--- src/rtl/gpio_edge_pkg.sv ---
package gpio_edge_pkg;

    localparam int GPIO_W   = 32;
    localparam int BANK_W   = 16;
    localparam int ADDR_W   = 8;

    typedef enum logic [ADDR_W-1:0] {
        REG_BANK_EN  = 8'h08,
        REG_DIR      = 8'h10,
        REG_OUT      = 8'h14,
        REG_OUT_SET  = 8'h18,
        REG_OUT_CLR  = 8'h1C,
        REG_IN       = 8'h20,
        REG_RISE_SET = 8'h24,
        REG_RISE_CLR = 8'h28,
        REG_FALL_SET = 8'h2C,
        REG_FALL_CLR = 8'h30,
        REG_STAT     = 8'h34
    } reg_sel_e;

    typedef struct packed {
        logic set_en;
        logic clr_en;
    } w1_cmd_t;

    function automatic logic [GPIO_W-1:0] w1_apply(
        input logic [GPIO_W-1:0] cur,
        input w1_cmd_t           cmd,
        input logic [GPIO_W-1:0] mask
    );
        logic [GPIO_W-1:0] nxt;
        nxt = cur;
        if (cmd.set_en) nxt = nxt | mask;
        if (cmd.clr_en) nxt = nxt & ~mask;
        return nxt;
    endfunction

endpackage

--- src/rtl/gpio_in_sync.sv ---
module gpio_in_sync #(
    parameter int W = 32
) (
    input  logic         clk,
    input  logic         rst,
    input  logic [W-1:0] pin_in,
    output logic [W-1:0] lvl,
    output logic [W-1:0] rise_evt,
    output logic [W-1:0] fall_evt
);
    logic [W-1:0] meta_q;
    logic [W-1:0] sync_q;
    logic [W-1:0] prev_q;

    always_ff @(posedge clk) begin
        if (rst) begin
            meta_q <= '0;
            sync_q <= '0;
            prev_q <= '0;
        end else begin
            meta_q <= pin_in;
            sync_q <= meta_q;
            prev_q <= sync_q;
        end
    end

    assign lvl      = sync_q;
    assign rise_evt = sync_q & ~prev_q;
    assign fall_evt = ~sync_q & prev_q;
endmodule

--- src/rtl/gpio_w1_reg.sv ---
module gpio_w1_reg
    import gpio_edge_pkg::*;
(
    input  logic              clk,
    input  logic              rst,
    input  w1_cmd_t           cmd,
    input  logic [GPIO_W-1:0] mask,
    output logic [GPIO_W-1:0] q
);
    always_ff @(posedge clk) begin
        if (rst) q <= '0;
        else     q <= w1_apply(q, cmd, mask);
    end
endmodule

--- src/rtl/gpio_edge_status.sv ---
module gpio_edge_status #(
    parameter int W = 32
) (
    input  logic         clk,
    input  logic         rst,
    input  logic [W-1:0] evt,
    input  logic         clr_en,
    input  logic [W-1:0] clr_mask,
    output logic [W-1:0] status
);
    logic [W-1:0] clr_eff;

    assign clr_eff = clr_en ? clr_mask : '0;

    always_ff @(posedge clk) begin
        if (rst) status <= '0;
        else     status <= (status & ~clr_eff) | evt;
    end
endmodule

--- src/rtl/gpio_bank_irq.sv ---
module gpio_bank_irq #(
    parameter int W      = 32,
    parameter int BANK_W = 16,
    localparam int NB    = W / BANK_W
) (
    input  logic [W-1:0]  status,
    input  logic [NB-1:0] bank_en,
    output logic [NB-1:0] irq
);
    for (genvar k = 0; k < NB; k++) begin : g_bank
        assign irq[k] = bank_en[k] & (|status[k*BANK_W +: BANK_W]);
    end
endmodule

--- src/rtl/gpio_edge_bank.sv ---
module gpio_edge_bank
    import gpio_edge_pkg::*;
#(
    localparam int NPINS  = GPIO_W,
    localparam int NBANKS = GPIO_W / BANK_W
) (
    input  logic              clk,
    input  logic              rst,
    input  logic [ADDR_W-1:0] bus_addr,
    input  logic              bus_we,
    input  logic [NPINS-1:0]  bus_wdata,
    output logic [NPINS-1:0]  bus_rdata,
    input  logic [NPINS-1:0]  pin_in,
    output logic [NPINS-1:0]  pin_out,
    output logic [NPINS-1:0]  pin_oe,
    output logic [NBANKS-1:0] bank_irq
);
    logic [NPINS-1:0]  dir_q;
    logic [NBANKS-1:0] bank_en_q;
    logic [NPINS-1:0]  out_q;
    logic [NPINS-1:0]  rise_en_q;
    logic [NPINS-1:0]  fall_en_q;
    logic [NPINS-1:0]  stat_q;
    logic [NPINS-1:0]  in_lvl;
    logic [NPINS-1:0]  rise_evt;
    logic [NPINS-1:0]  fall_evt;
    logic [NPINS-1:0]  hit;
    w1_cmd_t           out_cmd, rise_cmd, fall_cmd;

    function automatic logic wr_to(input logic we, input logic [ADDR_W-1:0] a,
                                   input reg_sel_e r);
        return we && (a == r);
    endfunction

    assign out_cmd  = '{set_en: wr_to(bus_we, bus_addr, REG_OUT_SET),
                        clr_en: wr_to(bus_we, bus_addr, REG_OUT_CLR)};
    assign rise_cmd = '{set_en: wr_to(bus_we, bus_addr, REG_RISE_SET),
                        clr_en: wr_to(bus_we, bus_addr, REG_RISE_CLR)};
    assign fall_cmd = '{set_en: wr_to(bus_we, bus_addr, REG_FALL_SET),
                        clr_en: wr_to(bus_we, bus_addr, REG_FALL_CLR)};

    always_ff @(posedge clk) begin
        if (rst) begin
            dir_q     <= '1;
            bank_en_q <= '0;
        end else begin
            if (wr_to(bus_we, bus_addr, REG_DIR))     dir_q     <= bus_wdata;
            if (wr_to(bus_we, bus_addr, REG_BANK_EN)) bank_en_q <= bus_wdata[NBANKS-1:0];
        end
    end

    gpio_w1_reg u_out  (.clk(clk), .rst(rst), .cmd(out_cmd),  .mask(bus_wdata), .q(out_q));
    gpio_w1_reg u_rise (.clk(clk), .rst(rst), .cmd(rise_cmd), .mask(bus_wdata), .q(rise_en_q));
    gpio_w1_reg u_fall (.clk(clk), .rst(rst), .cmd(fall_cmd), .mask(bus_wdata), .q(fall_en_q));

    gpio_in_sync #(.W(NPINS)) u_sync (
        .clk(clk), .rst(rst), .pin_in(pin_in),
        .lvl(in_lvl), .rise_evt(rise_evt), .fall_evt(fall_evt)
    );

    assign hit = (rise_evt & rise_en_q) | (fall_evt & fall_en_q);

    gpio_edge_status #(.W(NPINS)) u_stat (
        .clk(clk), .rst(rst), .evt(hit),
        .clr_en(wr_to(bus_we, bus_addr, REG_STAT)), .clr_mask(bus_wdata),
        .status(stat_q)
    );

    gpio_bank_irq #(.W(NPINS), .BANK_W(BANK_W)) u_irq (
        .status(stat_q), .bank_en(bank_en_q), .irq(bank_irq)
    );

    always_comb begin
        bus_rdata = '0;
        case (bus_addr)
            REG_BANK_EN:                          bus_rdata[NBANKS-1:0] = bank_en_q;
            REG_DIR:                              bus_rdata = dir_q;
            REG_OUT, REG_OUT_SET, REG_OUT_CLR:    bus_rdata = out_q;
            REG_IN:                               bus_rdata = in_lvl;
            REG_RISE_SET, REG_RISE_CLR:           bus_rdata = rise_en_q;
            REG_FALL_SET, REG_FALL_CLR:           bus_rdata = fall_en_q;
            REG_STAT:                             bus_rdata = stat_q;
            default:                              bus_rdata = '0;
        endcase
    end

    assign pin_out = out_q;
    assign pin_oe  = ~dir_q;
endmodule

--- config.mk ---
export PLATFORM = sky130hd
export DESIGN_NAME = gpio_edge_bank
export DESIGN_NICKNAME = d
export VERILOG_FILES = /design/src/rtl/gpio_edge_pkg.sv /design/src/rtl/gpio_in_sync.sv /design/src/rtl/gpio_w1_reg.sv /design/src/rtl/gpio_edge_status.sv /design/src/rtl/gpio_bank_irq.sv /design/src/rtl/gpio_edge_bank.sv
export SDC_FILE = /design/constraint.sdc
export NUM_CORES = 1
export LEC_CHECK = 0
export CAP_MARGIN = 20
export CELL_PAD_IN_SITES_DETAIL_PLACEMENT = 1
export CELL_PAD_IN_SITES_GLOBAL_PLACEMENT = 1
export CORE_UTILIZATION = 40
export CTS_CLUSTER_SIZE = 28
export DETAILED_ROUTE_END_ITERATION = 7
export DONT_BUFFER_PORTS = 1
export PLACE_DENSITY = 0.67
export SETUP_SLACK_MARGIN = 0.5
export SYNTH_ARGS = -nofsm -noshare
export SYNTH_HDL_FRONTEND = slang
export SYNTH_HIERARCHICAL = 1
export SYNTH_SLANG_ARGS = --single-unit
--- constraint.sdc ---
create_clock -name clk -period 2.2 [get_ports clk]
set_input_delay 0.11 -clock clk [delete_from_list [all_inputs] [get_ports clk]]
set_output_delay 0.11 -clock clk [all_outputs]
set_load 0.01 [all_outputs]
==> results of run 1 <==
==> cells in the mapped netlist (all sizes together) (2+ instances only) <==
cell	n	area (µm²)
dfxtp	258	5160
nor2b	163	1020
a21oi	97	497
a211oi	96	1170
nor2	75	282
inv	66	248
a22o	62	543
buf	57	432
a22oi	46	345
a211o	33	289
a311oi	32	468
clkbuf	25	93.8
a221o	16	160
o2bb2ai	16	140
nand2	15	56.3
o211ai	15	113
nor4	10	62.6
nor3	6	46.3
nand4	4	25.0
and2	3	18.8
mux2i	3	30.0
a41oi	2	17.5
nand3	2	10.0
nor3b	2	15.0
or2	2	12.5
or3b	2	17.5
or4b	2	20.0
==> cell type report <==
class | count | area share
multi-input combinational | 714 | 0.364
sequential | 258 | 0.334
tap | 378 | 0.0304
clock inverter | 6 | 0.00394
antenna | 1 | 0.000161
timing repair buffer | 289 | 0.196
clock buffer | 44 | 0.0561
inverter | 66 | 0.0159
==> sequential cells by signal, indices dropped and copies added (netlist names) <==
register       cells
bank_en_q          2
dir_q             32
u_fall/q          32
u_out/q           32
u_rise/q          32
u_stat/status     32
u_sync/lvl        32
u_sync/meta_q     32
u_sync/prev_q     32
==> critical path: stages <==
cell and delay (ns):
or4b_4 0.59, nor3_4 0.24, buf_4 0.28, o2bb2ai_1 0.18, a221o_1 0.21
==> through the flow <==
stage	instances	area, µm²
5_1_grt	1756	15500
2_1_floorplan	1120	11400
3_3_place_gp	1452	11800
6_report	1756	15500
4_1_cts	1735	15100
3_5_place_dp	1452	11800
==> routing by layer <==
metal | routed length, µm | share of wire | up-vias | global-route usage
met5 | 0 | 0 | - | 0
met2 | 20000 | 0.48 | 286 | 0.462
li1 | - | - | 4604 | -
met4 | 1140 | 0.028 | 0 | 0.0721
met3 | 2630 | 0.064 | 75 | 0.0604
met1 | 17500 | 0.42 | 5043 | 0.333
==> report_power, final <==
part	internal, W	switching (W)	total (W)
clock network	0.00282	0.00197	0.00479
registers	0.00475	0.0000412	0.00479
logic	0.000234	0.000281	0.000515
total	0.00780	0.00230	0.0101
==> logic make-up after synthesis <==
family	share of synthesized area
compound gates	0.332
xor+xnor	0.000770
buf+inv	0.0679
flops	0.454
mux	0.00264
simple gates	0.143
==> how the worst max path moves through the flow <==
stage | start | endpoint
after floorplan | bus_addr[5] | dir_q[0]
after global placement | bus_addr[6] | bus_rdata[27]
after detailed placement | bus_addr[6] | bus_rdata[27]
after CTS | u_stat/status[17] | bank_irq[1]
after global routing | bus_addr[4] | bus_rdata[3]
final | bus_addr[4] | bus_rdata[3]
==> timing repair <==
action,in CTS,in global routing
buffers inserted,0,15
pin swaps,4,10
endpoints found under the setup margin,34,96
hold buffers,233,0
gates cloned,0,5
resized for setup,16,40
hold endpoints to repair,258,0
==> impl_metrics.tcl, run 1 <==
set metrics [dict create \
    status "complete, no violations" \
    cts-buffers-inserted 29 \
    setup-violations-final 0 \
    fill_cells 2990 \
    syn_area_per_cell_um2 10.2 \
    drive_above_1_share 0.203 \
    seq_area_um2 5190 \
    netlist_area_um2 11400 \
    total_power_w 0.0101 \
    nets 1433 \
    layout_commonest_cell "dfxtp_1" \
    yosysUniqueCellTypes 46 \
    antenna_found_initial 1 \
    cts_sinks 258 \
    clkLatencyLatePin_ns 0.55 \
    grt_max_degree 188 \
    drc 0 \
    rsz0062_at_grt "true" \
    clock.fmax_mhz 575 \
    ys_async_sr_fraction 0 \
    layout_common_cells "dfxtp_1, dlygate4sd3_1, nor2b_1" \
    postRouteAntennaNets 0 \
    slew_headroom 0.640 \
    io_buffer_count 0 \
    worstHoldEndpoint "u_fall/q[9]" \
    dr.pass1.iters 5 \
    die_h_um 171 \
    seq_area_frac_synth 0.454 \
    whs_ns 0.0770 \
    pre_cts_slack_ns 0.292 \
    grt_usage 0.268 \
    avgRoutedWirePerCell_um 23.5 \
    grt_pass1_vias 10300 \
    final.setup.worst_slack_ns 0.460 \
    grt_pass1_wl_um 60000 \
    ir_worst_vdd_mv 0.503 \
    die_x_um 171 \
    final.setup_skew_ns 0.0150 \
    ff2ff_path_depth 5 \
    drt-total-wl_um 41300 \
    totalNegativeSetupSlack_ns 0 \
    power.density_nw_per_um2 650 \
    gp_congestion 0.794 \
    yosysWarnings 6 \
    leakage_nw 5.97 \
    r2r_start "u_sync/lvl[21]" \
    synth_enable_flop_cells 0 \
    io_pins 173 \
    maxCapViolations 0 \
    min_path_cells 3 \
    tritoncts "done" \
    root_buffer "clkbuf_16" \
    critPathMaxFanout 13 \
    crit_arrival_ns 1.63 \
    hold_path.class "in2reg" \
    finalHoldViolations 0 \
    core_um2 27900 \
    first_iter_violations 613 \
    ys_ff_latch 258 \
    dr_total_vias 10000 \
    regToRegSetupSlack_ns 0.52 \
    critPathRequiredTime_ns 2.09 \
    endpoint_kind "output port" \
    multi_input_area_um2 5650 \
    cts_buffer_depth 3 \
    cts_htree_levels 1 \
    synth_cells 1120 \
    rr_endpoint "u_stat/status[21]" \
    tightest_slew_ns 0.539 \
    placementRows 61 \
    grt-ovfl-total 0 \
    slew_violations 0 \
    fin_crit_sh 0.791 \
    area_delta_synth_final_pct 36.6 \
    start_kind "primary input" \
    initial_core_util 0.409 \
    path_clk_slew_ns 0.06 \
    min_period_ns 1.74 \
    critical_path_class "in2out" \
    synth_fp_nets 1195 \
    die_area_um2 29100 \
    hpwl_um 23000 \
    utilization 0.558 \
    drt-vias-per-instance 5.70 \
    min_from "bus_addr[3]" \
    synth-main-ff-cell "dfxtp_1" \
]
(Power assumes the default switching activity.)
==> run 2: changes to the inputs <==
--- a/config.mk
+++ b/config.mk
@@ -5,6 +5,7 @@
 export SDC_FILE = /design/constraint.sdc
 export NUM_CORES = 1
 export LEC_CHECK = 0
+export ABC_AREA = 1
 export CAP_MARGIN = 20
 export CELL_PAD_IN_SITES_DETAIL_PLACEMENT = 1
 export CELL_PAD_IN_SITES_GLOBAL_PLACEMENT = 1
@@ -12,7 +13,7 @@
 export CTS_CLUSTER_SIZE = 28
 export DETAILED_ROUTE_END_ITERATION = 7
 export DONT_BUFFER_PORTS = 1
-export PLACE_DENSITY = 0.67
+export PLACE_DENSITY = 0.76
 export SETUP_SLACK_MARGIN = 0.5
 export SYNTH_ARGS = -nofsm -noshare
 export SYNTH_HDL_FRONTEND = slang
==> constraint.sdc (replaced) <==
create_clock -name clk -period 1.4 [get_ports clk]
set_input_delay 0.07 -clock clk [delete_from_list [all_inputs] [get_ports clk]]
set_output_delay 0.07 -clock clk [all_outputs]
set_load 0.01 [all_outputs]
==> impl_metrics.tcl, run 2 <==
set metrics [dict create \
    synth-main-ff-cell "dfxtp_1" \
    place_area_um2 12500 \
    die_area_um2 30200 \
    drt-total-wl_um 44300 \
    slew_headroom 0.674 \
    seq_area_frac_synth 0.438 \
    drt-vias-per-instance 5.13 \
    dr_total_vias 11700 \
    antennaDiodeCount 0 \
    postCtsHoldBufs 77 \
    gp_congestion 0.812 \
    avgRoutedWirePerCell_um 19.4 \
    area_delta_synth_final_pct 31.1 \
    grt-ovfl-total 0 \
    synth_fp_nets 1842 \
    dr.pass1.iters 4 \
    drive_above_1_share 0.315 \
    clock.fmax_mhz 680 \
    ys_async_sr_fraction 0 \
    final.setup.worst_slack_ns -0.0696 \
    synth_cells 1767 \
    yosysMostFrequentCell "nand2_1" \
    violations "negative hold slack, negative setup slack" \
    clkLatencyLatePin_ns 0.55 \
    critPathMaxFanout 3 \
    crit_arrival_ns 1.40 \
    r2r_start "u_sync/lvl[14]" \
    cts_sinks 258 \
    layout_common_cells "nand2_1, nor2_1, inv_1" \
    endpoint_kind "output port" \
    grt_usage 0.281 \
    die_x_um 174 \
    antenna_found_initial 2 \
    grt_pass1_vias 11900 \
    nets 1953 \
    leakage_nw 6.66 \
    fin_crit_sh 1.05 \
    tightest_slew_ns 0.489 \
    grt_max_degree 133 \
    cts_htree_levels 1 \
    grt_pass1_wl_um 66600 \
    synthTopCellsByArea "dfxtp_1, nand2_1, nor2_1, inv_1, a21oi_1" \
    final.setup_skew_ns 0.00818 \
    drc 0 \
    layout_commonest_cell "nand2_1" \
    synth_area_leader_cell "dfxtp_1" \
    power.density_nw_per_um2 1040 \
    path_clk_slew_ns 0.06 \
    start_kind "flop" \
    totalNegativeSetupSlack_ns -0.135 \
    maxCapViolations 0 \
    ys_ff_latch 258 \
    cts-buffers-inserted 29 \
    utilization 0.536 \
    io_buffer_count 0 \
    yosysTopAreaCellShare 0.438 \
    finalHoldViolations 130 \
    slew_violations 0 \
    netlist_area_um2 11800 \
    pre_cts_slack_ns 0.0811 \
    initial_core_util 0.409 \
    tritoncts "done" \
    min_period_ns 1.47 \
    yosysUniqueCellTypes 25 \
    setup-violations-final 3 \
    critical_path_class "reg2out" \
    min_from "rst" \
    hold_path.class "in2reg" \
    hpwl_um 26800 \
    ir_worst_vdd_mv 0.809 \
    io_pins 173 \
    root_buffer "clkbuf_16" \
    crit_path_start "u_stat/status[11]" \
    synth_common_cells "nand2_1, nor2_1, inv_1" \
    rsz0062_at_grt "true" \
    critPathRequiredTime_ns 1.33 \
    whs_ns -0.414 \
    syn_area_per_cell_um2 6.68 \
    status "complete, but fails checks" \
    final_cell_area_um2 15500 \
    first_iter_violations 576 \
    placementRows 62 \
    postRouteAntennaNets 0 \
    synth_enable_flop_cells 0 \
    core_um2 28900 \
    yosysWarnings 6 \
    die_h_um 174 \
    cts_buffer_depth 3 \
]
run 2: cell families after synthesis:
kind of cell    share of synthesized area
compound gates                     0.0980
buf+inv                             0.134
flops                               0.438
simple gates                        0.330
run 2: per-layer routing:
layer	vias to the layer above	track usage	routed length, µm
met5	-	0	10
met4	2	0.0943	1120
met3	79	0.0629	2600
met2	283	0.487	21800
met1	5734	0.343	18800
li1	5588	-	-
run 2: critical path: stages (launching register included):
cell	delay (ns)
dfxtp_2	0.35
nor2_1	0.13
nand2_2	0.08
nor2_4	0.18
a21oi_4	0.10
run 2: area by class of cell:
class | count | area (µm²)
clock inverters | 4 | 70.1
inverters | 273 | 1110
fillers | 3642 | 13400
well taps | 384 | 480
multi-input cells | 1163 | 5800
repair buffers | 153 | 1630
clock buffers | 45 | 896
flip-flops and latches | 258 | 5490
run 2: timing repair:
item / CTS / global route
pin swaps: 105 / 125
endpoints found under the setup margin: 103 / 130
gates resized for setup: 253 / 263
endpoints found under the hold margin: 258 / 129
setup buffers: 10 / 18
gates cloned: 1 / 0
run 2: final timing paths:
path                             to  slack, ns  cells after the start
setup / recovery        bank_irq[0]      -0.07                      4
hold reg to reg       u_sync/lvl[4]       0.40                      2
hold / removal       u_sync/lvl[26]      -0.41                      1
setup reg to reg  u_stat/status[14]       0.31                      7
run 2: stage by stage:
step                total power [W]  cells
global route                 0.0166   2280
finish                       0.0161   2280
global placement            0.00816   2125
detailed placement          0.00819   2125
floorplan                   0.00813   1767
CTS                          0.0162   2262
run 2: report_power, final:
group          internal [W]  switching, W
Sequential          0.00738     0.0000762
Clock               0.00470       0.00305
Combinational      0.000342      0.000545
==> run 3: changes to the inputs <==
--- a/config.mk
+++ b/config.mk
@@ -13,7 +13,7 @@
 export CTS_CLUSTER_SIZE = 28
 export DETAILED_ROUTE_END_ITERATION = 7
 export DONT_BUFFER_PORTS = 1
-export PLACE_DENSITY = 0.76
+export PLACE_DENSITY_LB_ADDON = 0.1
 export SETUP_SLACK_MARGIN = 0.5
 export SYNTH_ARGS = -nofsm -noshare
 export SYNTH_HDL_FRONTEND = slang
==> impl_metrics.tcl, run 3 (synthesized netlist as in run 2, its figures left out) <==
set metrics [dict create \
    drc 0 \
    postCtsHoldBufs 73 \
    io_buffer_count 0 \
    rr_endpoint "u_stat/status[2]" \
    core_um2 28900 \
    layout_common_cells "nand2_1, nor2_1, inv_1" \
    cts_htree_levels 1 \
    critical_path_class "reg2out" \
    die_x_um 174 \
    critPathRequiredTime_ns 1.33 \
    io_pins 173 \
    maxCapViolations 0 \
    regToRegSetupSlack_ns 0.32 \
    finalHoldViolations 128 \
    worstHoldEndpoint "u_stat/status[29]" \
    grt-ovfl-total 0 \
    initial_core_util 0.409 \
    grt_pass1_wl_um 67000 \
    grt_max_degree 133 \
    drive_above_1_share 0.307 \
    cp_top_family "flip-flops" \
    fin_crit_sh 1.03 \
    avgRoutedWirePerCell_um 19.1 \
    violations "negative hold slack, negative setup slack" \
    pre_cts_slack_ns 0.0303 \
    placementRows 62 \
    whs_ns -0.421 \
    r2r_start "u_sync/lvl[2]" \
    gp_congestion 0.825 \
    area_delta_synth_final_pct 31.9 \
    root_buffer "clkbuf_16" \
    grt_pass1_vias 12100 \
    dp.cells 2127 \
    cts-buffers-inserted 31 \
    min_path_cells 1 \
    path_cells "nor2_4, nand2_2, nor2_4, a21oi_4" \
    cpMostUsedCell "nor2_4" \
    min_period_ns 1.44 \
    slowest_stage "dfxtp_4" \
    nets 1951 \
    endpoint_kind "output port" \
    slew_violations 0 \
    clkLatencyLatePin_ns 0.56 \
    cts_buffer_depth 3 \
    totalNegativeSetupSlack_ns -0.0383 \
    drt-vias-per-instance 5.07 \
    hpwl_um 26900 \
    critPathBufInv 0 \
    setup-violations-final 1 \
    slowest_delay_ns 0.36 \
    fin_cells 2285 \
    rsz0062_at_grt "true" \
    grt_usage 0.283 \
    drt-total-wl_um 43600 \
    path_clk_slew_ns 0.06 \
    antenna_found_initial 1 \
    dr_total_vias 11600 \
    slew_headroom 0.701 \
    layout_commonest_cell "nand2_1" \
    first_iter_violations 517 \
    status "complete, but fails checks" \
    hold_path.class "in2reg" \
    tightest_slew_ns 0.448 \
    postRouteAntennaNets 0 \
    dr.pass1.iters 4 \
    cts_sinks 258 \
    crit_arrival_ns 1.37 \
    ff2ff_path_depth 7 \
    power.density_nw_per_um2 1050 \
    leakage_nw 6.62 \
    min_from "rst" \
    critPathMaxFanout 2 \
    start_kind "flop" \
    die_h_um 174 \
    tritoncts "done" \
    die_area_um2 30200 \
    clock.fmax_mhz 695 \
    final.setup.worst_slack_ns -0.0383 \
    final.setup_skew_ns 0.0120 \
    ir_worst_vdd_mv 0.782 \
]
## run 3: cell types whose count changed in the layout (fill, tap and decap cells not counted), moves of 7 or more
cell / previous run / this run
dfxtp_2: 121 / 99
inv_2: 77 / 55
dfxtp_1: 91 / 107
inv_4: 17 / 30
inv_1: 174 / 183
buf_6: 11 / 18
nor2_4: 35 / 42
## run 3: routing by layer
layer  part of all wire  GRT usage  vias to the layer above
met5                  0          0                        -
met4              0.033     0.0961                        0
li1                   -          -                     5587
met3              0.056     0.0537                       77
met1               0.42      0.349                     5632
met2               0.49      0.493                      286
## run 3: stage by stage
stage,util,total power (W),cell area (µm²),hold slack [ns]
final,0.539,0.0163,15600,-0.421
after global routing,0.539,0.0169,15600,-0.450
after CTS,0.513,0.0164,14800,-0.447
after detailed placement,0.432,0.00819,12500,0.148
after global placement,0.432,0.00817,12500,0.147
after floorplan,-,0.00813,12000,0.139
## run 3: worst max path at each step
stage               cells after the start              from     endpoint
global placement                        6       bus_addr[7]    dir_q[20]
finish                                  4  u_stat/status[8]  bank_irq[0]
floorplan                               9       bus_addr[7]  u_out/q[27]
CTS                                     4  u_stat/status[8]  bank_irq[0]
global route                            4  u_stat/status[0]  bank_irq[0]
detailed placement                      6       bus_addr[7]    dir_q[31]
## run 3: what timing repair did
action,in CTS,in global routing
setup buffers,11,15
cloned,0,1
setup endpoints to repair,105,139
pin swaps,94,138
gates resized for setup,266,259
endpoints found under the hold margin,258,128
## run 3: cell type report
cell class / count / area, µm²
Antenna cell: 1 / 2.50
Clock buffer: 45 / 898
Clock inverter: 12 / 116
Fill cell: 3634 / 13300
Inverter: 273 / 1140
Multi-Input combinational cell: 1163 / 5840
Sequential cell: 258 / 5480
Tap cell: 384 / 480
Timing Repair Buffer: 149 / 1600
## run 3: worst reg2reg max path, cell delays in order, from the launching register on
cell and delay (ns):
dfxtp_2 0.34, buf_6 0.11, buf_6 0.11, inv_2 0.05
nor2_1 0.04, a22o_1 0.18, inv_1 0.07, a21oi_2 0.05
## run 3: report_power, final
part	leakage [nW]	internal [W]	switching, W	total [W]
sequential	2.15	0.00737	0.0000763	0.00745
combinational	3.97	0.000352	0.000544	0.000896
clock	0.504	0.00479	0.00318	0.00797
